`src/rtl/vt_pkg.sv`:
```
package vt_pkg;
  localparam int DW = 12;          // register width
  localparam int WW = 14;          // working operand width
  localparam int AW = 3;           // register address width
  localparam int TAB_BITS = 6;     // angle bits used for lookup

  localparam logic [AW-1:0] AD_IN0  = 3'd0;
  localparam logic [AW-1:0] AD_IN1  = 3'd1;
  localparam logic [AW-1:0] AD_IN2  = 3'd2;
  localparam logic [AW-1:0] AD_REV  = 3'd3;
  localparam logic [AW-1:0] AD_CTRL = 3'd4;
  localparam logic [AW-1:0] AD_FWD  = 3'd5;
  localparam logic [AW-1:0] AD_STAT = 3'd5;

  localparam int BIT_THREE = 10;
  localparam int BIT_IEN   = 6;

  typedef enum logic [3:0] {
    OP_IDLE, OP_PREP, OP_SCALE, OP_MUL, OP_MACP, OP_MACN,
    OP_HOLD1, OP_HOLD2, OP_SCALE2, OP_COMMIT
  } vtOp_e;
  typedef enum logic [1:0] {X_A, X_B, X_H2} vtX_e;
  typedef enum logic [1:0] {Y_COS, Y_SIN, Y_KCLK, Y_KINV} vtY_e;

  typedef struct packed {
    logic  start;
    logic  fwd;
    vtOp_e op;
    vtX_e  xSel;
    vtY_e  ySel;
  } vtStrobe_t;

  function automatic logic signed [DW-1:0] sat12(input logic signed [29:0] v);
    if (v > 30'sd2047) return 12'sd2047;
    else if (v < -30'sd2048) return -12'sd2048;
    else return v[DW-1:0];
  endfunction
endpackage

```
`src/rtl/vt_ctrl.sv`:
```
module vt_ctrl
  import vt_pkg::*;
#(
  parameter int LATENCY = 37
) (
  input  logic                 clk,
  input  logic                 rstN,
  input  logic                 wrEn,
  input  logic [AW-1:0]        wrAddr,
  input  logic [DW-1:0]        wrData,
  input  logic                 rdEn,
  input  logic [AW-1:0]        rdAddr,
  output logic signed [DW-1:0] in0,
  output logic signed [DW-1:0] in1,
  output logic signed [DW-1:0] in2,
  output logic [DW-1:0]        ctrlQ,
  output logic [DW-1:0]        angleQ,
  output logic                 busy,
  output logic                 doneFlag,
  output vtStrobe_t            stb
);
  localparam int CW = $clog2(LATENCY);

  logic [CW-1:0] cnt;
  logic          fwdQ;
  logic          angleWr, startOk, statusClr, lastStep;

  assign angleWr   = wrEn && (wrAddr == AD_REV || wrAddr == AD_FWD);
  assign startOk   = angleWr && !busy;
  assign statusClr = rdEn && (rdAddr == AD_STAT);
  assign lastStep  = busy && (cnt == CW'(LATENCY - 1));

  always_ff @(posedge clk) begin
    if (!rstN) begin
      in0 <= '0; in1 <= '0; in2 <= '0; ctrlQ <= '0; angleQ <= '0;
      busy <= 1'b0; doneFlag <= 1'b0; cnt <= '0; fwdQ <= 1'b0;
    end else begin
      if (wrEn) begin
        case (wrAddr)
          AD_IN0:  in0 <= wrData;
          AD_IN1:  in1 <= wrData;
          AD_IN2:  in2 <= wrData;
          AD_CTRL: ctrlQ <= wrData;
          default: ;
        endcase
      end
      if (startOk) begin
        busy   <= 1'b1;
        cnt    <= '0;
        fwdQ   <= (wrAddr == AD_FWD);
        angleQ <= wrData;
      end else if (lastStep) begin
        busy <= 1'b0;
      end else if (busy) begin
        cnt <= cnt + 1'b1;
      end
      if (startOk)        doneFlag <= 1'b0;
      else if (lastStep)  doneFlag <= 1'b1;
      else if (statusClr) doneFlag <= 1'b0;
    end
  end

  always_comb begin
    stb       = '0;
    stb.start = startOk;
    stb.fwd   = fwdQ;
    if (lastStep) begin
      stb.op = OP_COMMIT;
    end else if (busy) begin
      case (cnt)
        CW'(0): stb.op = OP_PREP;
        CW'(1): if (!fwdQ) begin stb.op = OP_SCALE; stb.xSel = X_B; stb.ySel = Y_KCLK; end
        CW'(2): begin stb.op = OP_MUL; stb.xSel = X_A; stb.ySel = Y_COS; end
        CW'(3): begin stb.op = fwdQ ? OP_MACN : OP_MACP; stb.xSel = X_B; stb.ySel = Y_SIN; end
        CW'(4): stb.op = OP_HOLD1;
        CW'(5): begin
          stb.op   = OP_MUL;
          stb.xSel = fwdQ ? X_A : X_B;
          stb.ySel = fwdQ ? Y_SIN : Y_COS;
        end
        CW'(6): begin
          stb.op   = fwdQ ? OP_MACP : OP_MACN;
          stb.xSel = fwdQ ? X_B : X_A;
          stb.ySel = fwdQ ? Y_COS : Y_SIN;
        end
        CW'(7): stb.op = OP_HOLD2;
        CW'(8): if (fwdQ) begin stb.op = OP_SCALE2; stb.xSel = X_H2; stb.ySel = Y_KINV; end
        default: ;
      endcase
    end
  end
endmodule

```
`src/rtl/vt_datapath.sv`:
```
module vt_datapath
  import vt_pkg::*;
(
  input  logic                  clk,
  input  logic                  rstN,
  input  vtStrobe_t             stb,
  input  logic signed [DW-1:0]  in0,
  input  logic signed [DW-1:0]  in1,
  input  logic signed [DW-1:0]  in2,
  input  logic                  threeIn,
  input  logic [TAB_BITS-1:0]   angleTop,
  output logic signed [DW-1:0]  out0,
  output logic signed [DW-1:0]  out1,
  output logic signed [DW-1:0]  out2
);
  localparam logic signed [WW-1:0] K_CLARKE = 14'sd2365;  // 4096/sqrt(3)
  localparam logic signed [WW-1:0] K_HALF3  = 14'sd3547;  // 4096*sqrt(3)/2

  logic [TAB_BITS-1:0]     angC;
  logic signed [WW-1:0]    wA, wB, h3, magS, magC, sinV, cosV, mulX, mulY;
  logic signed [DW-1:0]    h1, h2, half;
  logic signed [2*WW-1:0]  prod;
  logic signed [2*WW:0]    acc;

  function automatic logic signed [WW-1:0] quarter(input logic [4:0] k);
    case (k)
      5'd0:  return 14'sd0;    5'd1:  return 14'sd401;  5'd2:  return 14'sd799;
      5'd3:  return 14'sd1189; 5'd4:  return 14'sd1567; 5'd5:  return 14'sd1931;
      5'd6:  return 14'sd2276; 5'd7:  return 14'sd2598; 5'd8:  return 14'sd2896;
      5'd9:  return 14'sd3166; 5'd10: return 14'sd3406; 5'd11: return 14'sd3612;
      5'd12: return 14'sd3784; 5'd13: return 14'sd3920; 5'd14: return 14'sd4017;
      5'd15: return 14'sd4076; 5'd16: return 14'sd4096;
      default: return 14'sd0;
    endcase
  endfunction

  assign magS = quarter({1'b0, angC[3:0]});
  assign magC = quarter(5'd16 - {1'b0, angC[3:0]});

  always_comb begin
    case (angC[5:4])
      2'd0:    begin sinV = magS;  cosV = magC;  end
      2'd1:    begin sinV = magC;  cosV = -magS; end
      2'd2:    begin sinV = -magS; cosV = -magC; end
      default: begin sinV = -magC; cosV = magS;  end
    endcase
  end

  always_comb begin
    case (stb.xSel)
      X_A:     mulX = wA;
      X_B:     mulX = wB;
      default: mulX = WW'(h2);
    endcase
    case (stb.ySel)
      Y_COS:   mulY = cosV;
      Y_SIN:   mulY = sinV;
      Y_KCLK:  mulY = K_CLARKE;
      default: mulY = K_HALF3;
    endcase
  end

  assign prod = mulX * mulY;
  assign half = h1 >>> 1;

  always_ff @(posedge clk) begin
    if (!rstN) begin
      angC <= '0; wA <= '0; wB <= '0; h1 <= '0; h2 <= '0; h3 <= '0; acc <= '0;
      out0 <= '0; out1 <= '0; out2 <= '0;
    end else begin
      if (stb.start) angC <= angleTop;
      case (stb.op)
        OP_PREP: begin
          if (stb.fwd) begin
            wA <= WW'(in0);
            wB <= WW'(in1);
          end else begin
            wA <= threeIn ? WW'(in0) : WW'(sat12(-(30'(in1) + 30'(in2))));
            wB <= WW'(in1) - WW'(in2);
          end
        end
        OP_SCALE:  wB  <= WW'(prod >>> 12);
        OP_MUL:    acc <= (2*WW+1)'(prod);
        OP_MACP:   acc <= acc + (2*WW+1)'(prod);
        OP_MACN:   acc <= acc - (2*WW+1)'(prod);
        OP_HOLD1:  h1  <= sat12(30'(acc >>> 12));
        OP_HOLD2:  h2  <= sat12(30'(acc >>> 12));
        OP_SCALE2: h3  <= WW'(prod >>> 12);
        OP_COMMIT: begin
          out0 <= h1;
          if (stb.fwd) begin
            out1 <= sat12(30'(h3) - 30'(half));
            out2 <= sat12(-30'(h3) - 30'(half));
          end else begin
            out1 <= h2;
            out2 <= '0;
          end
        end
        default: ;
      endcase
    end
  end
endmodule

```
`src/rtl/vt_engine.sv`:
```
module vt_engine
  import vt_pkg::*;
#(
  parameter int LATENCY = 37
) (
  input  logic          clk,
  input  logic          rstN,
  input  logic          wrEn,
  input  logic [2:0]    wrAddr,
  input  logic [11:0]   wrData,
  input  logic          rdEn,
  input  logic [2:0]    rdAddr,
  output logic [11:0]   rdData,
  output logic          irq
);
  logic signed [DW-1:0] in0, in1, in2, out0, out1, out2;
  logic [DW-1:0]        ctrlQ, angleQ;
  logic                 busy, doneFlag;
  vtStrobe_t            stb;

  vt_ctrl #(.LATENCY(LATENCY)) ctrl_i (
    .clk(clk), .rstN(rstN), .wrEn(wrEn), .wrAddr(wrAddr), .wrData(wrData),
    .rdEn(rdEn), .rdAddr(rdAddr), .in0(in0), .in1(in1), .in2(in2),
    .ctrlQ(ctrlQ), .angleQ(angleQ), .busy(busy), .doneFlag(doneFlag), .stb(stb)
  );

  vt_datapath dp_i (
    .clk(clk), .rstN(rstN), .stb(stb), .in0(in0), .in1(in1), .in2(in2),
    .threeIn(ctrlQ[BIT_THREE]), .angleTop(wrData[DW-1:DW-TAB_BITS]),
    .out0(out0), .out1(out1), .out2(out2)
  );

  always_comb begin
    case (rdAddr)
      3'd0:    rdData = out0;
      3'd1:    rdData = out1;
      3'd2:    rdData = out2;
      3'd3:    rdData = angleQ;
      3'd4:    rdData = ctrlQ;
      3'd5:    rdData = {9'b0, busy, doneFlag, 1'b0};
      default: rdData = '0;
    endcase
  end

  assign irq = doneFlag & ctrlQ[BIT_IEN];
endmodule

```
`config.mk`:
```
export PLATFORM = sky130hd
export DESIGN_NAME = vt_engine
export DESIGN_NICKNAME = d
export VERILOG_FILES = /design/src/rtl/vt_pkg.sv /design/src/rtl/vt_ctrl.sv /design/src/rtl/vt_datapath.sv /design/src/rtl/vt_engine.sv
export SDC_FILE = /design/constraint.sdc
export NUM_CORES = 1
export LEC_CHECK = 0
export CAP_MARGIN = 0
export CORE_AREA = 2 2 197 199
export CTS_BUF_LIST = sky130_fd_sc_hd__clkbuf_16
export DETAILED_ROUTE_END_ITERATION = 7
export DIE_AREA = 0 0 199 201
export PLACE_DENSITY = 0.82
export SLEW_MARGIN = 20
export SYNTH_ARGS = -nofsm -noshare
export SYNTH_HDL_FRONTEND = slang
export SYNTH_SLANG_ARGS = --single-unit
```
`constraint.sdc`:
```
create_clock -name clk -period 13.7 [get_ports clk]
set_input_delay 2.74 -clock clk [delete_from_list [all_inputs] [get_ports clk]]
set_output_delay 2.74 -clock clk [all_outputs]
set_load 0.02 [all_outputs]
```
==> flow_summary.yaml <==
status:
  status: "finished, final reports clean"
synth:
  synth_area_mm2: 0.0244
  postSynthCellCount: 3100
  async_reset_ff_frac: 0
  synth_cell_type_count: 104
  synth_edf_count: 0
  yosysWarnings: 0
  synth-seq-area-share: 0.172
  synthFlopType: "dfxtp_1"
  synth_nets: 3510
  syn_avg_cell_area_um2: 7.86
  ys_ff_latch: 210
route:
  vias_per_cell: 6.40
  wl_per_cell_um: 21.1
  dr_total_vias: 22900
  drtPass1Iterations: 6
  final_antenna_net_count: 0
  drt_iter0_markers: 2257
  drt_wl_total_um: 75500
  drc: 0
floorplanning:
  die_area_mm2: 0.0400
  die_h_um: 201
  io_pins: 35
  rows: 72
  core_mm2: 0.0381
  initial_core_util: 0.640
  die_w_um: 199
sta:
  relSlewSlack: 0.206
  fin_skew_ns: 0.0204
  fmax_mhz: 77.7
  min_period_ns: 12.87
  drv_slew: 0
  finalSetupViolCount: 0
  final.period_utilization: 0.940
  rsz0062_at_grt: "false"
  worst_pin_slew_ns: 1.18
  setup_tns_ns: 0
  whs_ns: 0.455
  hold_viol: 0
clocking:
  root_buffer: "clkbuf_16"
  clkLatencyLatePin_ns: 0.58
  htreeDepth: 1
  cts.sinks: 210
  ctsResizeCount: 0
  clkTransAtPathRegs_ns: 0.06
  cts_tree: "done"
  holdBufCountCts: 0
  numCtsBuffers: 26
  post_cts_buffers: 0
  clock_path_buffers: 3
placed_design:
  finalWeightedCongestion: 0.995
  port_buffers: 34
  postPlaceCellArea_mm2: 0.0250
  hpwl_um: 59000
critical_path:
  cp_data_required_time_ns: 14.19
  critPathMostFrequentCell: "fa_1"
  worst-path-buf-inv: 5
  worstSetupStartpointType: "register"
  critPathKind: "reg -> reg"
  reg2reg_depth: 44
  arrival_ns: 13.36
  critical-path-top-delay-family: "adder cells"
  reg2reg_to: "dp_i.acc[28]"
  rrSetupSlack_ns: 0.83
  critPathMaxFanout: 15
  crit_path_max_incr_delay_ns: 0.62
  crit_path_end_kind: "register"
  crit_path_top_delay_cell: "ha_1"
  r2r-start: "dp_i.angC[1]"
grt:
  grt_first_pass_wirelength_um: 119000
  grt_pass1_vias: 22100
  antenna_found_initial: 1
  overflow: 0
  grt_max_degree: 64
  grt_usage: 0.376
worst_hold_path:
  hold_depth: 2
  hold_path.class: "reg -> reg"
  min_to: "dp_i.out0[0]"
  min-delay-start: "dp_i.out0[0]"
pwr:
  swShare: 0.405
  ir_drop_v: 0.000107
  p_switching_mw: 1.02
  p_leak_nw: 10.9
  pwr-share-comb: 0.452
  clkPwrFrac: 0.293
  intPower_mw: 1.49
  seqPwrFrac: 0.255
  p_per_area_mw_per_mm2: 96.7
cells_and_area:
  fin_area_mm2: 0.0260
  drive_above_1_share: 0.0516
  nets: 3455
  syn_to_final_growth_pct: 6.47
flow_run:
  maxCapViolCount: 0
==> cell usage after synthesis, types with 11 or more instances <==
| cell type | count | area share |
|---|---|---|
| nor3_1 | 56 | 0.011 |
| nor2b_1 | 25 | 0.0064 |
| a21o_1 | 24 | 0.0074 |
| and3_1 | 24 | 0.0062 |
| dfxtp_1 | 210 | 0.17 |
| nand3_1 | 64 | 0.013 |
| xor2_1 | 40 | 0.014 |
| o21ai_1 | 13 | 0.0027 |
| nand2_1 | 403 | 0.062 |
| nand2b_1 | 33 | 0.0085 |
| nand4_1 | 13 | 0.0033 |
| a211oi_1 | 19 | 0.0059 |
| xnor2_1 | 74 | 0.027 |
| a31oi_1 | 21 | 0.0054 |
| nor4_1 | 14 | 0.0036 |
| o211ai_1 | 28 | 0.0086 |
| inv_1 | 331 | 0.051 |
| mux4_2 | 11 | 0.010 |
| o31ai_1 | 28 | 0.0086 |
| and2_1 | 38 | 0.0098 |
| o22a_1 | 12 | 0.0043 |
| nor2_1 | 279 | 0.043 |
| o21bai_1 | 18 | 0.0055 |
| a22oi_1 | 27 | 0.0083 |
| o21a_1 | 42 | 0.013 |
| nand3b_1 | 12 | 0.0037 |
| o22ai_1 | 13 | 0.0033 |
| a221oi_1 | 13 | 0.0047 |
| ha_1 | 188 | 0.096 |
| clkbuf_1 | 117 | 0.018 |
| buf_2 | 19 | 0.0039 |
| fa_1 | 200 | 0.16 |
| mux2i_1 | 51 | 0.021 |
| o221ai_1 | 19 | 0.0068 |
| or3_1 | 25 | 0.0064 |
| a21oi_1 | 255 | 0.052 |
| nor3b_1 | 13 | 0.0040 |
| buf_1 | 14 | 0.0022 |
| o21ai_0 | 125 | 0.026 |
==> cells by family (layout without fill, tap and decap cells) <==
kind of cell / count (synthesis) / after routing / synth area share
xor+xnor: 114 / 114 / 0.0410
mux: 66 / 66 / 0.0329
other cells: 0 / 1 / 0
fa+ha+maj: 388 / 388 / 0.261
flops: 210 / 210 / 0.172
simple gates: 1050 / 1050 / 0.200
compound gates: 784 / 784 / 0.216
buf+inv: 488 / 451 / 0.0775
==> registers in the layout, indices dropped and copies added, names as in the netlist, 6 cells and up <==
name,flops
dp_i.acc,29
dp_i.h3,14
dp_i.wB,14
ctrl_i.ctrlQ,12
ctrl_i.in0,12
ctrl_i.in1,12
ctrl_i.in2,12
dp_i.h1,12
dp_i.h2,12
dp_i.magS,12
dp_i.out0,12
dp_i.out1,12
dp_i.out2,12
dp_i.wA,12
ctrl_i.angleQ,6
ctrl_i.cnt,6
dp_i.angC,6
==> worst max-delay path by stage <==
| stage | start | end | slack (ns) | cells past startpoint |
|---|---|---|---|---|
| final | dp_i.angC[1] | dp_i.acc[28] | 0.83 | 44 |
| after floorplan | dp_i.angC[0] | dp_i.acc[28] | 2.48 | 46 |
| after global placement | dp_i.angC[1] | dp_i.acc[28] | 0.78 | 42 |
| after detailed placement | dp_i.angC[1] | dp_i.acc[28] | 0.51 | 42 |
| after global routing | dp_i.angC[1] | dp_i.acc[28] | 0.08 | 44 |
| after CTS | dp_i.angC[1] | dp_i.acc[28] | 0.49 | 42 |
==> per-stage QoR <==
step,power [mW],util,cells,worst slack (ns)
4_1_cts,2.48,0.681,3581,0.490
3_5_place_dp,1.75,0.657,3535,0.514
6_report,2.51,0.681,3582,0.825
5_1_grt,2.64,0.681,3581,0.0800
2_1_floorplan,1.49,-,3100,2.48
3_3_place_gp,1.72,0.657,3535,0.777
==> cell usage in the layout, fill, tap and decap left out, types with 14 or more instances in the layout <==
cell type,Yosys,final
a22oi_1,27,27
inv_1,331,336
ha_1,188,188
mux2i_1,51,51
clkbuf_16,0,26
fa_1,200,200
o21ai_1,13,14
nor2b_1,25,25
o221ai_1,19,19
xnor2_1,74,73
xor2_1,40,40
nor2_1,279,279
nor3_1,56,54
buf_4,1,38
a211oi_1,19,19
clkdlybuf4s50_1,0,34
and3_1,24,24
nand3_1,64,63
o21a_1,42,42
a31oi_1,21,21
or3_1,25,25
o21ai_0,125,124
o211ai_1,28,28
nor4_1,14,14
o21bai_1,18,18
and2_1,38,38
a21oi_1,255,255
nand2b_1,33,33
nand2_1,403,403
dfxtp_1,210,207
a21o_1,24,24
o31ai_1,28,28
==> power groups by stage <==
stage               clock (mW)  combinational, mW  sequential (mW)
floorplan                    0              0.845            0.644
global route             0.765               1.24            0.641
detailed placement           0               1.10            0.652
CTS                      0.738               1.11            0.639
finish                   0.736               1.13            0.640
global placement             0               1.07            0.652
==> metal layers <==
metal,wire [um],GRT usage,vias up
met1,31700,0.520,11100
met5,0,0,-
met4,3240,0.153,0
met3,7060,0.0709,201
met2,33600,0.578,1106
li1,-,-,10500
==> area by class of cell <==
type	count	area (um2)
tap	518	648
timing repair buffer	72	626
multi-input combinational	2402	18300
clock inverter	20	249
clock buffer	26	651
fill	3225	12100
antenna	1	2.50
sequential	210	4210
inverter	333	1250
==> worst reg2reg max path, delay by kind of cell (launching register included) <==
family	cells	cell delay, ns
multiplexers	1	0.24
flip-flops	1	0.56
buffers and inverters	5	0.64
AND/OR/NAND/NOR	8	2.33
adder cells (fa/ha/maj)	11	5.00
AO/OA/AOI/OAI	16	3.58
XOR/XNOR	3	0.46
(Power assumes the default switching activity.)
